$ cat config.mk
export PLATFORM = sky130hd
export DESIGN_NAME = tx_silo_top
export DESIGN_NICKNAME = d
export VERILOG_FILES = /design/src/rtl/tx_silo_pkg.sv /design/src/rtl/tx_silo_fifo.sv /design/src/rtl/tx_silo_lane.sv /design/src/rtl/tx_silo_top.sv
export SDC_FILE = /design/constraint.sdc
export NUM_CORES = 2
export LEC_CHECK = 0
export ABC_CLOCK_PERIOD_IN_PS = 5450
export CAP_MARGIN = 20
export CORE_AREA = 5 5 407 409
export CTS_CLUSTER_SIZE = 16
export DETAILED_ROUTE_END_ITERATION = 16
export DIE_AREA = 0 0 412 414
export GPL_TIMING_DRIVEN = 0
export PLACE_DENSITY = 0.84
export REMOVE_ABC_BUFFERS = 1
export SLEW_MARGIN = 10
export SYNTH_ARGS = -nofsm -noshare
export SYNTH_HDL_FRONTEND = slang
export SYNTH_SLANG_ARGS = --single-unit
$ cat constraint.sdc
create_clock -name clk_i -period 5.45 [get_ports clk_i]
set_input_delay 0.545 -clock clk_i [delete_from_list [all_inputs] [get_ports clk_i]]
set_output_delay 0.545 -clock clk_i [all_outputs]
set_load 0.05 [all_outputs]
$ cat src/rtl/tx_silo_pkg.sv
package tx_silo_pkg;
  localparam int unsigned NUM_LINES = 8;
  localparam int unsigned DEPTH     = 32;
  localparam int unsigned DATA_W    = 8;
  typedef logic [DATA_W-1:0] char_t;
endpackage

$ cat src/rtl/tx_silo_fifo.sv
module tx_silo_fifo #(
  parameter int unsigned DEPTH  = 32,
  parameter int unsigned DATA_W = 8,
  localparam int unsigned PW = (DEPTH > 1) ? $clog2(DEPTH) : 1,
  localparam int unsigned CW = $clog2(DEPTH + 1)
) (
  input  logic              clk_i,
  input  logic              rst_ni,
  input  logic              clr_i,
  input  logic              flush_i,
  input  logic              push_i,
  input  logic [DATA_W-1:0] data_i,
  input  logic              pop_i,
  output logic [DATA_W-1:0] data_o,
  output logic [CW-1:0]     count_o,
  output logic              push_acc_o,
  output logic              pop_acc_o,
  output logic              full_o
);
  logic [DATA_W-1:0] mem_q [DEPTH];
  logic [PW-1:0] wr_q, rd_q;
  logic [CW-1:0] cnt_q;

  assign full_o     = (cnt_q == CW'(DEPTH));
  assign push_acc_o = push_i && !full_o && !flush_i && !clr_i;
  assign pop_acc_o  = pop_i && (cnt_q != '0) && !flush_i && !clr_i;
  assign data_o     = mem_q[rd_q];
  assign count_o    = cnt_q;

  function automatic logic [PW-1:0] inc(input logic [PW-1:0] p);
    return (p == PW'(DEPTH - 1)) ? '0 : p + 1'b1;
  endfunction

  always_ff @(posedge clk_i or negedge rst_ni) begin
    if (!rst_ni) begin
      wr_q <= '0; rd_q <= '0; cnt_q <= '0;
    end else if (clr_i || flush_i) begin
      wr_q <= '0; rd_q <= '0; cnt_q <= '0;
    end else begin
      if (push_acc_o) wr_q <= inc(wr_q);
      if (pop_acc_o)  rd_q <= inc(rd_q);
      cnt_q <= cnt_q + CW'(push_acc_o) - CW'(pop_acc_o);
    end
  end

  always_ff @(posedge clk_i) begin
    if (push_acc_o) mem_q[wr_q] <= data_i;
  end

  AST_COUNT_BOUND: assert property (@(posedge clk_i) disable iff (!rst_ni)
    cnt_q <= CW'(DEPTH));
  AST_FLUSH_EMPTY: assert property (@(posedge clk_i) disable iff (!rst_ni)
    flush_i |=> (count_o == '0));
endmodule

$ cat src/rtl/tx_silo_lane.sv
module tx_silo_lane #(
  parameter int unsigned DEPTH  = 32,
  parameter int unsigned DATA_W = 8,
  localparam int unsigned CW = $clog2(DEPTH + 1)
) (
  input  logic              clk_i,
  input  logic              rst_ni,
  input  logic              clr_i,
  input  logic              push_i,
  input  logic [DATA_W-1:0] data_i,
  input  logic              flush_i,
  input  logic              en_i,
  input  logic              ready_i,
  input  logic              ack_i,
  output logic              valid_o,
  output logic [DATA_W-1:0] data_o,
  output logic [CW-1:0]     count_o,
  output logic              done_o,
  output logic              overflow_o
);
  logic push_acc, pop_acc, full, busy_q, done_q, ovf_q, complete;

  assign valid_o = en_i && (count_o != '0) && !flush_i;

  tx_silo_fifo #(.DEPTH(DEPTH), .DATA_W(DATA_W)) u_fifo (
    .clk_i, .rst_ni, .clr_i, .flush_i,
    .push_i, .data_i,
    .pop_i(valid_o && ready_i),
    .data_o, .count_o,
    .push_acc_o(push_acc), .pop_acc_o(pop_acc), .full_o(full)
  );

  // drained to empty, or flushed while owing output
  assign complete = busy_q && !clr_i &&
                    (flush_i || (pop_acc && count_o == CW'(1) && !push_acc));

  always_ff @(posedge clk_i or negedge rst_ni) begin
    if (!rst_ni) begin
      busy_q <= 1'b0; done_q <= 1'b0; ovf_q <= 1'b0;
    end else if (clr_i) begin
      busy_q <= 1'b0; done_q <= 1'b0; ovf_q <= 1'b0;
    end else begin
      if (complete)      busy_q <= 1'b0;
      else if (push_acc) busy_q <= 1'b1;
      if (complete)      done_q <= 1'b1;
      else if (ack_i)    done_q <= 1'b0;
      if (push_i && full && !flush_i) ovf_q <= 1'b1;
    end
  end

  assign done_o     = done_q;
  assign overflow_o = ovf_q;

  AST_PAUSE_HOLD: assert property (@(posedge clk_i) disable iff (!rst_ni)
    (!en_i && !flush_i && !clr_i && !push_i) |=> (count_o == $past(count_o)));
  AST_DONE_FROM_BUSY: assert property (@(posedge clk_i) disable iff (!rst_ni)
    $rose(done_o) |-> $past(busy_q));
  AST_OVF_STICKY: assert property (@(posedge clk_i) disable iff (!rst_ni)
    (overflow_o && !clr_i) |=> overflow_o);
  AST_CLR_IDLE: assert property (@(posedge clk_i) disable iff (!rst_ni)
    clr_i |=> (!done_o && !overflow_o && !busy_q && count_o == '0));
  AST_IDLE_FLUSH_QUIET: assert property (@(posedge clk_i) disable iff (!rst_ni)
    (flush_i && !busy_q && !done_o) |=> !done_o);
endmodule

$ cat src/rtl/tx_silo_top.sv
module tx_silo_top
  import tx_silo_pkg::*;
#(
  parameter int unsigned N_LINES = NUM_LINES,
  parameter int unsigned SILO_D  = DEPTH,
  parameter int unsigned CHAR_W  = DATA_W,
  localparam int unsigned LW = (N_LINES > 1) ? $clog2(N_LINES) : 1,
  localparam int unsigned CW = $clog2(SILO_D + 1)
) (
  input  logic                  clk_i,
  input  logic                  rst_ni,
  input  logic                  clr_i,
  input  logic                  push_valid_i,
  input  logic [LW-1:0]         push_line_i,
  input  logic [CHAR_W-1:0]     push_data_i,
  input  logic [N_LINES-1:0]    flush_i,
  input  logic [N_LINES-1:0]    tx_en_i,
  input  logic [N_LINES-1:0]    tx_ready_i,
  input  logic [N_LINES-1:0]    done_ack_i,
  output logic [N_LINES-1:0]    tx_valid_o,
  output logic [N_LINES*CHAR_W-1:0] tx_data_o,
  output logic [N_LINES*CW-1:0] count_o,
  output logic [N_LINES-1:0]    done_o,
  output logic [N_LINES-1:0]    overflow_o
);
  logic [N_LINES-1:0] push_sel;

  always_comb begin
    push_sel = '0;
    if (push_valid_i) push_sel[push_line_i] = 1'b1;
  end

  for (genvar l = 0; l < N_LINES; l++) begin : g_lane
    tx_silo_lane #(.DEPTH(SILO_D), .DATA_W(CHAR_W)) u_lane (
      .clk_i, .rst_ni, .clr_i,
      .push_i    (push_sel[l]),
      .data_i    (push_data_i),
      .flush_i   (flush_i[l]),
      .en_i      (tx_en_i[l]),
      .ready_i   (tx_ready_i[l]),
      .ack_i     (done_ack_i[l]),
      .valid_o   (tx_valid_o[l]),
      .data_o    (tx_data_o[l*CHAR_W +: CHAR_W]),
      .count_o   (count_o[l*CW +: CW]),
      .done_o    (done_o[l]),
      .overflow_o(overflow_o[l])
    );
  end

  AST_ONE_PUSH_TARGET: assert property (@(posedge clk_i) disable iff (!rst_ni)
    $onehot0(push_sel));
endmodule

# Word-level counts from Yosys, hierarchy flattened
# Memory sizes are Yosys's and may differ from the RTL's.
# Cells that the tools add are included.
[totals]
output_inout_bits = 136
in_bits = 47
ram_bits = 2048
memories = 8
register_bits = 152
wordCells = 471
[op_classes]
order_cmp = 2
eq_ne = 32
add_sub_neg = 32
reduce_logical = 210
muxes = 139
[mem_list]
columns = ["name", "depth", "width", "rd", "rd_clocked_by_memory_dff", "wr", "line", "rtl"]
rows = [
  ["g_lane[0].u_lane.u_fifo.mem_q", 32, 8, 1, 0, 1, "tx_silo_fifo.sv:20", "logic [DATA_W-1:0] mem_q [DEPTH];"],
  ["g_lane[1].u_lane.u_fifo.mem_q", 32, 8, 1, 0, 1, "tx_silo_fifo.sv:20", ""],
  ["g_lane[2].u_lane.u_fifo.mem_q", 32, 8, 1, 0, 1, "tx_silo_fifo.sv:20", ""],
  ["g_lane[3].u_lane.u_fifo.mem_q", 32, 8, 1, 0, 1, "tx_silo_fifo.sv:20", ""],
  ["g_lane[4].u_lane.u_fifo.mem_q", 32, 8, 1, 0, 1, "tx_silo_fifo.sv:20", ""],
  ["g_lane[5].u_lane.u_fifo.mem_q", 32, 8, 1, 0, 1, "tx_silo_fifo.sv:20", ""],
  ["+2 memories", "-", "-", "-", "-", "-", "-", ""],
]
[op_table]
columns = ["op", "count"]
rows = [
  ["$mux 5", 48],
  ["$logic_and 1x1->1", 121],
  ["$mux 1", 81],
  ["$add 5x1->5 const B", 16],
  ["$eq 5x5->1 const B", 16],
  ["$add 6x1->6", 8],
  ["$eq 6x1->1 const B", 8],
  ["$eq 6x6->1 const B", 8],
  ["$mux 6", 8],
  ["$reduce_bool 2->1", 24],
  ["$reduce_bool 3->1", 16],
  ["$reduce_bool 6->1", 8],
  ["$sub 6x1->6", 8],
  ["$logic_not 1->1", 25],
  ["$logic_or 1x1->1", 16],
  ["$mux 8", 1],
  ["$lt 3x4->1 const B", 1],
  ["$demux 1 s3", 1],
  ["$ge 3x1->1 const B", 1],
]

# Logic depth before layout (Yosys ltp)
[depth]
depth_word = 14
depth_mapped = 15
ltp_nobuf = 15

# Modules after synthesis
# From an unflattened synthesis, not the netlist that was laid out.
[hier_totals]
cells_unflattened = 5169
area_unflattened_um2 = 90463.0
[by_module_without_submodules]
columns = ["mod", "area_each_um2", "n_inst", "seq_area_each_um2", "cells_per_inst"]
rows = [
  ["tx_silo_fifo at g_lane[0].u_lane.u_fifo ...", 11116.9, 6, 8087.8, 626],
  ["tx_silo_fifo at g_lane[7].u_lane.u_fifo", 11126.9, 1, 8087.8, 627],
  ["tx_silo_fifo at g_lane[6].u_lane.u_fifo", 11118.2, 1, 8087.8, 626],
  ["tx_silo_lane", 177.7, 8, 75.1, 19],
  ["tx_silo_top", 95.1, 1, 0.0, 8],
]

# Least setup slack after synthesis
# OpenSTA, ideal clock, no wires.
[synth_timing]
kind = "reg-to-reg"
start = "register g_lane[3].u_lane.u_fifo.cnt_q[4]"
end = "register g_lane[3].u_lane.u_fifo.cnt_q[4]"
setup_ps = 132
setup_slack_ps = 2253
arrival_ps = 3065
period_less_slack_ps = 3197
stages_incl_launch_ff = 16
cell_sequence = "dfrtp_1 inv_1 ha_1 nor4bb_1 nor4_2 buf_2 inv_1 ha_1 inv_1 ha_1 fa_1 a21oi_1 nor2_1 nor2_1 xor2_1 nor2_1"
[synth_via]
elab_chain_len = 9
[synth_rtl]
columns = ["item", "line", "rtl"]
rows = [
  ["start, declared", "tx_silo_fifo.sv:22", "logic [CW-1:0] cnt_q;"],
  ["start signal, assigned", "tx_silo_fifo.sv:42", "cnt_q <= cnt_q + CW'(push_acc_o) - CW'(pop_acc_o);"],
  ["parallel branches: the longest is 7 deep, another holds $add 6x1->6", "-", ""],
  ["$sub 6x1->6 *", "tx_silo_fifo.sv:42", ""],
  ["$mux 6 *", "tx_silo_fifo.sv:37", "end else if (clr_i || flush_i) begin"],
]
# Every way passes the cells marked *.
# A chain may end at the register's enable or synchronous reset.

# Worst setup path after layout
[layout_timing]
start = "register g_lane[0].u_lane.u_fifo.rd_q[1]"
end = "output port tx_data_o[4]"
[layout_via]
elab_chain_len = 1
[layout_rtl]
columns = ["item", "line", "rtl"]
rows = [
  ["start, declared", "tx_silo_fifo.sv:21", "logic [PW-1:0] wr_q, rd_q;"],
  ["start signal, assigned", "tx_silo_fifo.sv:41", "if (pop_acc_o) rd_q <= inc(rd_q);"],
  ["$mem_v2 32x8", "-", ""],
  ["end, declared", "tx_silo_top.sv:21", "output logic [N_LINES*CHAR_W-1:0] tx_data_o,"],
]
# No other way between the ends.

==> qor.yml <==
clock_network:
  ctsResizeCount: 0
  cts_tree: "yes"
  clk_latency_ps: 840
  cts.clk_slew.worst_paths_ps: 60
  post-cts-setup-buffers: 0
  hold_buffers: 1
  numCtsBuffers: 208
  cts_max_path_buffers: 3
  cts_max_level: 4
  cts_root_buf: "clkbuf_16"
  numClockSinks: 2200
critical_path:
  worstPathRequired_ps: 4910
  end_kind: "primary output"
  cp-start-kind: "flip-flop"
  cp_max_fo: 54
  critPathKind: "flip-flop to primary output"
  arrival_ps: 4330
final_layout:
  layout_commonest_cell: "edfxtp_1"
  drive_gt1_share_pct: 16.9
  seqCellArea_sq_um: 65400
  multi_input_area_sq_um: 22700
  postLayoutCoreUtil_pct: 62.2
  n_fill_cell: 10700
  nets: 5514
  areaGrowthSynthToFinish_pct: 12.1
  final_cell_mix: "2048 x edfxtp_1, 390 x nor2_1, 270 x mux2i_1, 256 x mux4_2, 243 x mux2_2"
run_status:
  status: "complete, no violations"
drt:
  wl_per_cell_um: 25.5
  remaining_drc_errors: 0
  first_iter_violations: 5616
  vias: 48100
  vias_per_cell: 6.25
  firstDrtPassIters: 6
  antenna_left: 0
  wirelength_um: 196000
die:
  fp.coreArea_sq_um: 162000
  io_pins: 183
  die_h_um: 414
  die_w_um: 412
  dieArea_sq_um: 171000
  start_util_pct: 55.5
  rows: 148
synth:
  synth_area_sq_um: 89700
  synth_warnings: 0
  synthFlopType: "edfxtp_1"
  async_flop_share_pct: 6.91
  synth_cell_types: 77
  syn_inst: 5186
  synth_seq_cells: 2200
  synth_edf_count: 2048
  seq_area_frac_synth_pct: 72.8
  syn_area_per_cell_sq_um: 17.3
pwr:
  clockPowerShare_pct: 42.8
  combPwrFrac_pct: 1.6
  intPower_mw: 26.5
  power_switching_mw: 6.65
  power_frac_seq_pct: 55.6
  ir_drop_uv: 355
  swShare_pct: 20.0
  p_leak_nw: 31.4
  p_per_area_nw_per_um2: 330
global_routing:
  grt_max_degree: 141
  antenna_found_initial: 3
  grt_pass1_wl_um: 298000
  gr-usage-all-layers_pct: 22.7
  grt.overflow.total: 0
  grt_pass1_vias: 49000
run:
  maxCapViolations: 0
placement:
  port_buffers: 182
  gp_congestion: 0.834
  dpl.hpwl_um: 117000
sta:
  rsz0062_at_grt: "no"
  worst_pin_slew_ps: 1140
  relSlewSlack_pct: 23.8
  fmax_ghz: 0.205
  finalSetupViolCount: 0
  period_share_pct: 89.5
  finalClockSkew_ps: 35.4
  tns_ps: 0
  hold_viol: 0
  fin_crit_ps: 4880
  report.final.slew_viol_count: 0
min_path:
  worstHoldPathType: "primary input to flip-flop"
## cell usage after synthesis (all sizes together) (27+ instances only)
library cell,n,area [sq um]
nand3b,37,278
edfxtp,2048,61500
inv,89,334
clkbuf,94,353
nand2,139,522
nand2b,33,211
a22o,27,236
mux2,243,2740
nor3,55,292
buf,195,1030
mux2i,270,2700
a22oi,144,1080
a21oi,118,591
dfrtp,152,3800
nand3,155,776
nor2b,36,225
ha,128,1600
and3,32,200
o21ai,52,260
o22ai,129,807
mux4,256,5770
nor2,390,1460
a31oi,73,457
## logic make-up after synthesis
kind of cell	share of synthesized area (%)
and+or+nand+nor	5.72
AOI/OAI and AO/OA	4.85
muxes	12.5
adders and majority gates	1.96
buffers and inverters	1.92
xor gates and xnor gates	0.234
DFF	72.8
## flip-flops by register name (all words and copies together), names as in the netlist
register                      cells
g_lane.u_lane.u_fifo.rd_q        40
g_lane.u_lane.u_fifo.mem_q     2048
g_lane.u_lane.busy_q              8
g_lane.u_lane.u_fifo.wr_q        40
g_lane.u_lane.done_o              8
g_lane.u_lane.overflow_o          8
g_lane.u_lane.u_fifo.count_o     48
## layer usage
metal  GRT usage, %  up-vias  routed length [um]
met2           37.3     2367               97800
met5              0        -                  27
met3           4.28      378               17200
li1               -    20900                   -
met4           7.20        4                6060
met1           31.2    24400               75100
## area by class of cell
type	count	share of cell area, %
tap	2175	2.71
timing repair buffer	224	2.70
clock inverter	115	1.07
clock buffer	275	5.64
inverter	89	0.332
multi-input combinational	2608	22.5
antenna	1	0.00249
sequential	2200	65.0
## power groups by stage
stage                     logic (mW)  registers [mW]  clock network (mW)
final                          0.515            18.5                14.2
after global routing           0.547            18.5                15.1
after CTS                      0.514            18.5                14.4
after detailed placement       0.512            18.8                   0
after global placement         0.450            19.0                   0
after floorplan               0.0769            18.8                   0
## per-stage QoR
step | setup WS, ps | hold WS (ps) | cells | total power, mW | area, sq um
floorplan | 203 | 249 | 4897 | 18.9 | 88300
global placement | -3950 | 469 | 7254 | 19.5 | 92800
detailed placement | 421 | 477 | 7285 | 19.3 | 93700
CTS | 544 | 38.2 | 7676 | 33.3 | 100000
global route | 371 | 59.8 | 7686 | 34.1 | 101000
finish | 570 | 95.9 | 7687 | 33.2 | 101000
## worst paths after layout
path | slack, ps | depth (start not counted) | to | startpoint
max | 570 | 7 | tx_data_o[4] | g_lane[0].u_lane.u_fifo.rd_q[1]
max in group asynchronous | 4130 | 3 | g_lane[4].u_lane.u_fifo.rd_q[0] | rst_ni
min in group asynchronous | 250 | 2 | g_lane[6].u_lane.u_fifo.count_o[0] | rst_ni
max reg2reg | 1680 | 14 | g_lane[5].u_lane.u_fifo.count_o[4] | g_lane[5].u_lane.u_fifo.count_o[3]
min | 100 | 1 | g_lane[4].u_lane.u_fifo.mem_q[13][6] | push_data_i[6]
min reg2reg | 490 | 1 | g_lane[3].u_lane.busy_q | g_lane[3].u_lane.busy_q
## critical path, stage by stage, from the launching register on
cell	delay, ps
dfrtp_4	930
buf_16	330
mux2_2	390
o22ai_1	250
a21oi_1	100
a31oi_1	320
nand3_1	290
clkdlybuf4s50_1	850
(Power assumes the default switching activity.)
